<file path="src/rtl/addr_sel_pkg.sv">
package addr_sel_pkg;
   localparam int SEL_N   = 7;
   localparam int SEL_DBG = 0;
   localparam int SEL_REG = 1;
   localparam int SEL_RAM = 2;
   localparam int SEL_EE  = 3;
   localparam int SEL_ROM = 4;
   localparam int SEL_WIN = 5;
   localparam int SEL_EXT = 6;

   typedef logic [SEL_N-1:0] sel_vec_t;
endpackage

</file>
<file path="src/rtl/addr_sel_block.sv">
module addr_sel_block #(
   parameter int ADDR_W = 16,
   parameter int LG     = 11
) (
   input  logic [ADDR_W-1:0] addr,
   input  logic [ADDR_W-1:0] base,
   output logic              hit
);
   localparam int TOP_W = ADDR_W - LG;

   if (LG < 1 || LG >= ADDR_W) begin : g_bad_lg
      initial $fatal(1, "addr_sel_block: LG out of range");
   end

   assign hit = (addr[ADDR_W-1:LG] == base[ADDR_W-1:LG]) && (TOP_W > 0);
endmodule

</file>
<file path="src/rtl/addr_sel_ram.sv">
module addr_sel_ram #(
   parameter int ADDR_W = 16,
   parameter int GRAN_LG = 11,
   parameter int CODE_W = 3
) (
   input  logic [ADDR_W-1:0]         addr,
   input  logic [ADDR_W-GRAN_LG-1:0] pos,
   input  logic [CODE_W-1:0]         size_code,
   input  logic                      hi_align,
   output logic                      hit
);
   localparam int SH_W = $clog2(ADDR_W + 1);

   logic [SH_W-1:0]   region_lg;
   logic [ADDR_W-1:0] region_bytes;
   logic [ADDR_W-1:0] region_mask;
   logic [ADDR_W-1:0] base;
   logic [ADDR_W-1:0] offset;
   logic [ADDR_W-1:0] alloc_bytes;
   logic              in_region;
   logic              in_alloc;

   always_comb begin
      case (size_code)
         3'd0:       region_lg = SH_W'(GRAN_LG);
         3'd1:       region_lg = SH_W'(GRAN_LG + 1);
         3'd2, 3'd3: region_lg = SH_W'(GRAN_LG + 2);
         default:    region_lg = SH_W'(GRAN_LG + 3);
      endcase
   end

   assign region_bytes = ADDR_W'(1) << region_lg;
   assign region_mask  = ~(region_bytes - ADDR_W'(1));
   assign base         = {pos, {GRAN_LG{1'b0}}};
   assign offset       = addr & ~region_mask;
   assign alloc_bytes  = (ADDR_W'(size_code) + ADDR_W'(1)) << GRAN_LG;
   assign in_region    = ((addr ^ base) & region_mask) == '0;
   assign in_alloc     = hi_align ? (offset >= (region_bytes - alloc_bytes))
                                  : (offset < alloc_bytes);
   assign hit          = in_region && in_alloc;
endmodule

</file>
<file path="src/rtl/addr_sel_prio.sv">
module addr_sel_prio #(
   parameter int N = 7
) (
   input  logic [N-1:0] req,
   output logic [N-1:0] grant
);
   logic [N:0] taken;

   assign taken[0] = 1'b0;
   for (genvar i = 0; i < N; i++) begin : g_chain
      assign grant[i]   = req[i] & ~taken[i];
      assign taken[i+1] = taken[i] | req[i];
   end
endmodule

</file>
<file path="src/rtl/addr_sel_decoder.sv">
module addr_sel_decoder
   import addr_sel_pkg::*;
#(
   parameter int          ADDR_W   = 16,
   parameter int          GRAN_LG  = 11,
   parameter int          WIN_LG   = 14,
   parameter int          DBG_LG   = 8,
   parameter logic [15:0] DBG_BASE = 16'hFF00,
   parameter int          EE_SIZES = 2
) (
   input  logic        clk,
   input  logic        rst_n,
   input  logic [15:0] addr_i,
   input  logic        dbg_active_i,
   input  logic        expanded_i,
   input  logic [3:0]  reg_pos_i,
   input  logic        reg_2k_i,
   input  logic [4:0]  ram_pos_i,
   input  logic        ram_hi_align_i,
   input  logic [2:0]  ram_size_i,
   input  logic [4:0]  ee_pos_i,
   input  logic        ee_en_i,
   input  logic [1:0]  ee_size_i,
   input  logic        rom_en_i,
   input  logic        rom_high_only_i,
   output logic [6:0]  sel_o
);
   localparam int POS_W   = ADDR_W - GRAN_LG;
   localparam logic [ADDR_W-1:0] WIN_BASE = ADDR_W'(2) << WIN_LG;

   if (ADDR_W != 16 || GRAN_LG != 11) begin : g_bad_map
      initial $fatal(1, "addr_sel_decoder: map geometry must be 16/11");
   end
   if (DBG_LG > WIN_LG || (DBG_BASE & ((16'd1 << DBG_LG) - 16'd1)) != 16'd0) begin : g_bad_dbg
      initial $fatal(1, "addr_sel_decoder: debug space misaligned");
   end
   if (EE_SIZES < 1 || EE_SIZES > 2) begin : g_bad_ee
      initial $fatal(1, "addr_sel_decoder: EE_SIZES must be 1 or 2");
   end

   sel_vec_t req;
   sel_vec_t grant;
   sel_vec_t sel_q;

   logic dbg_hit, reg_hit, ram_hit, win_hit;
   logic [EE_SIZES-1:0] ee_hit;

   addr_sel_block #(.ADDR_W(ADDR_W), .LG(DBG_LG)) u_dbg (
      .addr(addr_i), .base(DBG_BASE), .hit(dbg_hit));

   addr_sel_block #(.ADDR_W(ADDR_W), .LG(GRAN_LG)) u_reg (
      .addr(addr_i), .base({1'b0, reg_pos_i, {GRAN_LG{1'b0}}}), .hit(reg_hit));

   addr_sel_block #(.ADDR_W(ADDR_W), .LG(WIN_LG)) u_win (
      .addr(addr_i), .base(WIN_BASE), .hit(win_hit));

   for (genvar g = 0; g < EE_SIZES; g++) begin : g_ee
      addr_sel_block #(.ADDR_W(ADDR_W), .LG(GRAN_LG + g)) u_ee (
         .addr(addr_i), .base({ee_pos_i, {GRAN_LG{1'b0}}}), .hit(ee_hit[g]));
   end

   addr_sel_ram #(.ADDR_W(ADDR_W), .GRAN_LG(GRAN_LG), .CODE_W(3)) u_ram (
      .addr(addr_i), .pos(ram_pos_i[POS_W-1:0]), .size_code(ram_size_i),
      .hi_align(ram_hi_align_i), .hit(ram_hit));

   logic ee_sized_hit;
   always_comb begin
      ee_sized_hit = 1'b0;
      for (int k = 0; k < EE_SIZES; k++) begin
         if (ee_size_i == 2'(k + 1)) ee_sized_hit = ee_hit[k];
      end
   end

   always_comb begin
      req          = '0;
      req[SEL_DBG] = dbg_active_i & dbg_hit;
      req[SEL_REG] = reg_hit & (reg_2k_i | ~addr_i[GRAN_LG-1]);
      req[SEL_RAM] = ram_hit;
      req[SEL_EE]  = ee_en_i & ee_sized_hit;
      req[SEL_ROM] = rom_en_i & ((addr_i[15:14] == 2'b11) |
                                 (~addr_i[15] & ~rom_high_only_i));
      req[SEL_WIN] = win_hit;
      req[SEL_EXT] = expanded_i;
   end

   addr_sel_prio #(.N(SEL_N)) u_prio (.req(req), .grant(grant));

   always_ff @(posedge clk or negedge rst_n) begin
      if (!rst_n) sel_q <= '0;
      else        sel_q <= grant;
   end

   assign sel_o = sel_q;

   AST_ONE_SEL: assert property (@(posedge clk) disable iff (!rst_n)
      $onehot0(sel_q));
   AST_REG_LOW_HALF: assert property (@(posedge clk) disable iff (!rst_n)
      sel_q[SEL_REG] |-> !$past(addr_i[15]));
   AST_EE_GATED: assert property (@(posedge clk) disable iff (!rst_n)
      sel_q[SEL_EE] |-> $past(ee_en_i));
   AST_ROM_ENABLED: assert property (@(posedge clk) disable iff (!rst_n)
      sel_q[SEL_ROM] |-> $past(rom_en_i));
   AST_ROM_LOW_BLOCKED: assert property (@(posedge clk) disable iff (!rst_n)
      (sel_q[SEL_ROM] && $past(rom_high_only_i)) |-> $past(addr_i[15]));
   AST_WIN_RANGE: assert property (@(posedge clk) disable iff (!rst_n)
      sel_q[SEL_WIN] |-> ($past(addr_i[15:14]) == 2'b10));
   AST_EXT_EXPANDED: assert property (@(posedge clk) disable iff (!rst_n)
      sel_q[SEL_EXT] |-> $past(expanded_i));
endmodule

</file>
<file path="config.mk">
export PLATFORM = sky130hd
export DESIGN_NAME = addr_sel_decoder
export DESIGN_NICKNAME = d
export VERILOG_FILES = /design/src/rtl/addr_sel_pkg.sv /design/src/rtl/addr_sel_block.sv /design/src/rtl/addr_sel_ram.sv /design/src/rtl/addr_sel_prio.sv /design/src/rtl/addr_sel_decoder.sv
export SDC_FILE = /design/constraint.sdc
export NUM_CORES = 1
export LEC_CHECK = 0
export CORE_ASPECT_RATIO = 1.4
export CORE_MARGIN = 1
export CORE_UTILIZATION = 44
export CTS_CLUSTER_DIAMETER = 100
export DETAILED_ROUTE_END_ITERATION = 6
export GPL_TIMING_DRIVEN = 0
export PLACE_DENSITY = 0.86
export SLEW_MARGIN = 25
export SYNTH_ARGS = -nofsm -noshare
export SYNTH_HDL_FRONTEND = slang
export SYNTH_SLANG_ARGS = --single-unit
</file>
<file path="constraint.sdc">
create_clock -name clk -period 0.8 [get_ports clk]
set_input_delay 0.16 -clock clk [delete_from_list [all_inputs] [get_ports clk]]
set_output_delay 0.16 -clock clk [all_outputs]
set_load 0.01 [all_outputs]
</file>
==> key figures, run 1 <==
Outcome
  • Status: finished with violations
  • Failing checks: setup timing

Final layout
  • Inserted Diodes: 0
  • Multi-input gate area: 945 um2
  • Share of layout cells above drive strength 1: 39.2%
  • Commonest non-fill, non-tap cells in the layout: clkdlybuf4s50_1 (21), buf_4 (15), xnor2_1 (9)
  • Commonest non-fill, non-tap cell in the layout: clkdlybuf4s50_1
  • Fillers: 145
  • Post-layout net count: 234
  • Reg area: 175 um2
  • Max reg flops: 7
  • Fin cells: 198
  • Area Overhead vs Synth: 66.3%

Power and ir drop
  • Switching Share: 35.1%
  • Leakage power: 0.774 nW
  • Flop pwr share: 22.4%
  • P per Cell Area: 990 nW/um2
  • Psw: 0.600 mW
  • Peak VDD IR: 0.000537 V
  • Cell-internal power: 1.11 mW
  • Clock power share: 20.1%
  • Logic pwr share: 57.5%

CTS
  • Num CTS Buffers: 3
  • Clk buf depth: 2
  • Sink Count: 7
  • CTS tree: built
  • Worst-path clk slew: 0.05 ns
  • Clock Tree Root: clkbuf_4
  • Hold-fix buffers, CTS: 0
  • H-tree Lvls: 1

Place
  • Pre-CTS setup slack: -2.71 ns
  • Placed insts: 180
  • PortBufs: 39
  • RePlAce Congestion: 0.811
  • Dpl hpwl: 2.27 mm

Run
  • Max cap viols: 0

Synth
  • Synth Register Bits: 7
  • Synth cell types: 37
  • Post-Syn Area: 1040 um2
  • Number of synthesized flops with an enable pin: 0
  • YS warnings: 0
  • Fraction of registers with async set/reset: 100%
  • Post-synthesis sequential area ratio: 16.9%
  • Synth Flop Type: dfrtp_1
  • Mean area per synthesized cell: 8.73 um2
  • Syn Nets: 176
  • Mapped Cells: 119

Critical path
  • Crit path DAT: 2.78 ns
  • Worst Setup SP: ram_size_i[1]
  • CP Launch Type: input port
  • WP data required: 1.01 ns
  • WS Path Type: in2reg
  • Critical-path maximum fanout: 7
  • CP Capture Type: register

Global routing
  • Gr ovfl total: 0
  • Antenna violations before repair: 0
  • Largest net degree at the start of global routing: 11
  • Total Routing Usage GR: 26.7%
  • Vias in the first global route: 1,115
  • First-pass GRT wire length: 5.00 mm

Routing
  • Initial DRC count: 24
  • TritonRoute pass-1 iters: 4
  • Detail Route Antenna Nets: 0
  • DRC violation count after routing: 0
  • Avg Vias per Cell: 5.59
  • Total wire length: 3.38 mm
  • WL/cell: 17.1 um
  • Vias post-DR: 1,107

STA
  • Measured slew at the worst slew-check pin: 0.349 ns
  • # setup viols final: 13
  • RSZ-0062 raised after global routing: yes
  • Maximum clock rate: 0.389 GHz
  • Final worst path period share: 322%
  • Slew Limit Fails: 0
  • Post-layout minimum cycle time: 2.57 ns
  • Final setup margin: -1.77 ns
  • Max_slew headroom: 76.5%
  • Final hold viol count: 0

Floorplan
  • Die Wd: 43.1 um
  • Starting density of the core: 47.2%
  • Ports: 51
  • Rows: 20
  • Total die area: 2560 um2
  • Core Area: 2200 um2
  • Die H: 59.5 um

Worst hold path
  • Hold crit path type: in2async
worst paths after layout:
check | endpoint | slack [ns] | cells after the start
max in group asynchronous | sel_o[1] | 0.42 | 1
min in group clk | sel_o[0] | 0.20 | 3
setup / recovery | sel_o[2] | -1.77 | 17
hold / removal | sel_o[2] | 0.15 | 1
cells in the mapped netlist, drive strengths merged, types with 4 or more instances:
cell,number,area [um2]
nand3,9,45.0
inv,8,30.0
ha,13,163
o21ai,6,30.0
dfrtp,7,175
buf,5,42.5
nor2b,5,31.3
nand2b,4,25.0
xnor2,11,96.3
nor3,7,61.3
nor2,6,22.5
nand2,7,26.3
xor2,8,70.1
through the flow:
| step | instance area [um2] | util, % | setup TNS, ns | hold slack [ns] | total power [mW] |
|---|---|---|---|---|---|
| global route | 1730 | 78.4 | -10.16 | 0.180 | 1.81 |
| floorplan | 1100 | - | -9.06 | -0.136 | 0.860 |
| detailed placement | 1520 | 68.9 | -15.80 | 0.433 | 1.19 |
| CTS | 1630 | 73.8 | -9.18 | 0.158 | 1.58 |
| global placement | 1520 | 68.9 | -15.07 | 0.425 | 1.16 |
| finish | 1730 | 78.4 | -9.52 | 0.146 | 1.71 |
power by group through the flow:
stage	sequential (mW)	clock, mW	combinational (mW)
floorplan	0.403	0	0.458
global placement	0.389	0	0.767
detailed placement	0.391	0	0.795
CTS	0.384	0.343	0.858
global route	0.384	0.365	1.06
finish	0.383	0.343	0.983
critical path: stages:
cell and delay, ns:
buf_8 0.10, buf_12 0.12, clkinv_8 0.04, ha_4 0.12
nor2_2 0.03, or2_4 0.24, ha_4 0.19, o21bai_4 0.20
xnor2_2 0.16, nor2b_2 0.22, buf_4 0.15, ha_1 0.22
nor2b_1 0.13, o21ai_0 0.09, o21ai_1 0.11, and3b_4 0.35
and2_4 0.14
final cells by class:
cell class	instances	share of cell area [%]
well taps	22	1.59
flip-flops and latches	7	10.1
multi-input cells	98	54.7
repair buffers	54	26.5
plain buffers	5	3.04
clock buffers	4	1.52
inverters	8	2.46
logic make-up after synthesis:
kind of cell	after synthesis	share of synthesized area (%)
xor+xnor	19	16.0
compound gates	18	15.3
buf+inv	14	7.35
flops	7	16.9
fa+ha+maj	13	15.7
simple gates	48	28.8
metal layers:
metal,track usage [%],routed length (um),part of all wire (%)
met5,0,0,0
met4,14.3,92,2.7
met3,1.83,105,3.1
met2,54.5,1930,57
met1,25.5,1250,37
repair_timing:
| action | CTS | global route |
|---|---|---|
| setup endpoints to repair | 14 | 14 |
| gates resized for setup | 64 | 19 |
| pin swaps | 15 | 15 |
| buffers inserted | 11 | 4 |
No activity file was read; power rests on OpenSTA's default activity.
==> run 2: changes to the inputs <==
--- a/config.mk
+++ b/config.mk
@@ -7,11 +7,11 @@
 export LEC_CHECK = 0
 export CORE_ASPECT_RATIO = 1.4
 export CORE_MARGIN = 1
-export CORE_UTILIZATION = 44
+export CORE_UTILIZATION = 50
 export CTS_CLUSTER_DIAMETER = 100
 export DETAILED_ROUTE_END_ITERATION = 6
+export DONT_BUFFER_PORTS = 1
 export GPL_TIMING_DRIVEN = 0
-export PLACE_DENSITY = 0.86
 export SLEW_MARGIN = 25
 export SYNTH_ARGS = -nofsm -noshare
 export SYNTH_HDL_FRONTEND = slang
==> key figures, run 2 (synthesized netlist as in run 1, its figures left out) <==
Power and ir drop
  • P per Cell Area: 1040 nW/um2
  • Psw: 0.446 mW
  • Logic pwr share: 49.0%
  • Overall power: 1.39 mW
  • Cell-internal power: 0.940 mW
  • Peak VDD IR: 0.000503 V
  • Clock power share: 22.3%
  • Flop pwr share: 28.7%
  • Switching Share: 32.2%
  • Leakage power: 0.586 nW

STA
  • Max_slew headroom: 75.7%
  • Post-layout minimum cycle time: 2.38 ns
  • RSZ-0062 raised after global routing: yes
  • Final worst path period share: 297%
  • Hold Slack: 0.0464 ns
  • Slew Limit Fails: 0
  • Final hold viol count: 0
  • Fin Setup TNS: -7.85 ns
  • Measured slew at the worst slew-check pin: 0.360 ns
  • Maximum clock rate: 0.421 GHz
  • # setup viols final: 9
  • Final setup margin: -1.58 ns

Final layout
  • Area Overhead vs Synth: 28.3%
  • Fillers: 173
  • Fin util: 68.4%
  • Fin area: 1330 um2
  • Commonest non-fill, non-tap cell in the layout: buf_4
  • Fin cells: 157
  • Max reg flops: 7
  • Post-layout net count: 194
  • Share of layout cells above drive strength 1: 37.5%
  • Inserted Diodes: 0
  • Commonest non-fill, non-tap cells in the layout: buf_4 (13), xnor2_1 (9), nand3_1 (8), xor2_1 (8), ha_1 (8)

CTS
  • Worst-path clk slew: 0.05 ns
  • Sink Count: 7
  • Num CTS Buffers: 3
  • Clock Tree Root: clkbuf_4
  • H-tree Lvls: 1
  • Clk buf depth: 2
  • CTS tree: built

Floorplan
  • Rows: 19
  • Die Wd: 40.5 um
  • Die H: 55.9 um
  • Starting density of the core: 53.3%
  • Total die area: 2270 um2
  • Core Area: 1950 um2
  • Ports: 51

Global routing
  • Met2 GRT Util: 44.4%
  • Met3 Resource Use GR: 1.20%
  • Vias in the first global route: 880
  • Total Routing Usage GR: 22.5%
  • First-pass GRT wire length: 3.59 mm
  • GR peak layer: met2
  • GR Util met1: 20.0%
  • Gr ovfl total: 0
  • Antenna violations before repair: 0
  • Largest net degree at the start of global routing: 11

Place
  • Placed insts: 140
  • Dpl hpwl: 1.85 mm
  • Placed Instance Area: 1130 um2
  • PortBufs: 0
  • Pre-CTS setup slack: -2.05 ns
  • RePlAce Congestion: 0.794

Run
  • Max cap viols: 0

Worst hold path
  • Hold Startpoint: expanded_i
  • Worst Hold End: sel_o[6]
  • Hold Path Cell Cnt: 2
  • Hold crit path type: in2reg

Critical path
  • Biggest cell delay along the critical path: 0.32 ns
  • Worst Setup SP: ram_size_i[1]
  • Critical-path maximum fanout: 5
  • CP most frequent cell: ha_4
  • CP Launch Type: input port
  • WS Path Type: in2reg
  • Crit path max-delay family: simple AND/OR/NAND/NOR gates
  • Crit path DAT: 2.55 ns
  • Highest-delay cell along the critical path: ha_1
  • WP data required: 0.97 ns
  • Crit path buf inv count: 3
  • CP Capture Type: register
  • CP cell instances: buf_12 > clkinv_8 > ha_4 > nor2_2 > or2_4 > inv_1 > ha_4 > nor2_1 > nand2_1 > xnor2_2 > ha_1 > nor3b_2 > a2111oi_4 > a21oi_1 > and3b_4 > nor3_2

Routing
  • Detail Route Antenna Nets: 0
  • WL/cell: 15.2 um
  • Initial DRC count: 13
  • Total wire length: 2.39 mm
  • Avg Vias per Cell: 5.61
  • DRC violation count after routing: 0
  • TritonRoute pass-1 iters: 4
  • Vias post-DR: 881

Outcome
  • Status: finished with violations
  • Failing checks: setup timing
-- run 2: cell count changes in the layout (fill, tap and decap cells not counted), sizes merged --
cell,delta
clkbuf,-3
dlygate4sd2,-5
clkdlybuf4s15,-1
dlymetal6s2s,-1
dlygate4sd3,+1
clkdlybuf4s50,-21
buf,-10
-- run 2: routing by layer --
metal,share of wire [%],up-vias
met5,0,-
met1,32,408
met4,0.63,0
li1,-,442
met2,62,29
met3,5.2,2
-- run 2: worst max-delay path by stage --
stage | end | slack [ns] | cells past startpoint
after floorplan | sel_o[2] | -1.83 | 17
after global placement | sel_o[2] | -2.00 | 15
after detailed placement | sel_o[2] | -2.05 | 15
after CTS | sel_o[2] | -1.57 | 14
after global routing | sel_o[2] | -1.75 | 16
final | sel_o[6] | -1.58 | 16
-- run 2: what timing repair did --
item | in CTS | in global routing
buffers inserted | 9 | 4
gates resized for setup | 15 | 4
hold buffers | 1 | 0
pin swaps | 11 | 11
setup endpoints to repair | 12 | 12
cloned | 0 | 0
hold endpoints to repair | 7 | 0
-- run 2: power groups by stage --
stage,Clock (mW),Sequential [mW],Combinational [mW]
finish,0.309,0.398,0.680
global route,0.322,0.403,0.756
CTS,0.316,0.398,0.641
detailed placement,0,0.404,0.534
global placement,0,0.403,0.524
floorplan,0,0.403,0.458
-- run 2: layout make-up --
class                      count  area (um2)  area share (%)
timing repair buffer          14         105            7.89
sequential                     7         175            13.1
multi-input combinational     98         908            68.2
buffer                         5        48.8            3.66
clock buffer                   4        26.3            1.97
inverter                       8        42.5            3.19
tap                           21        26.3            1.97
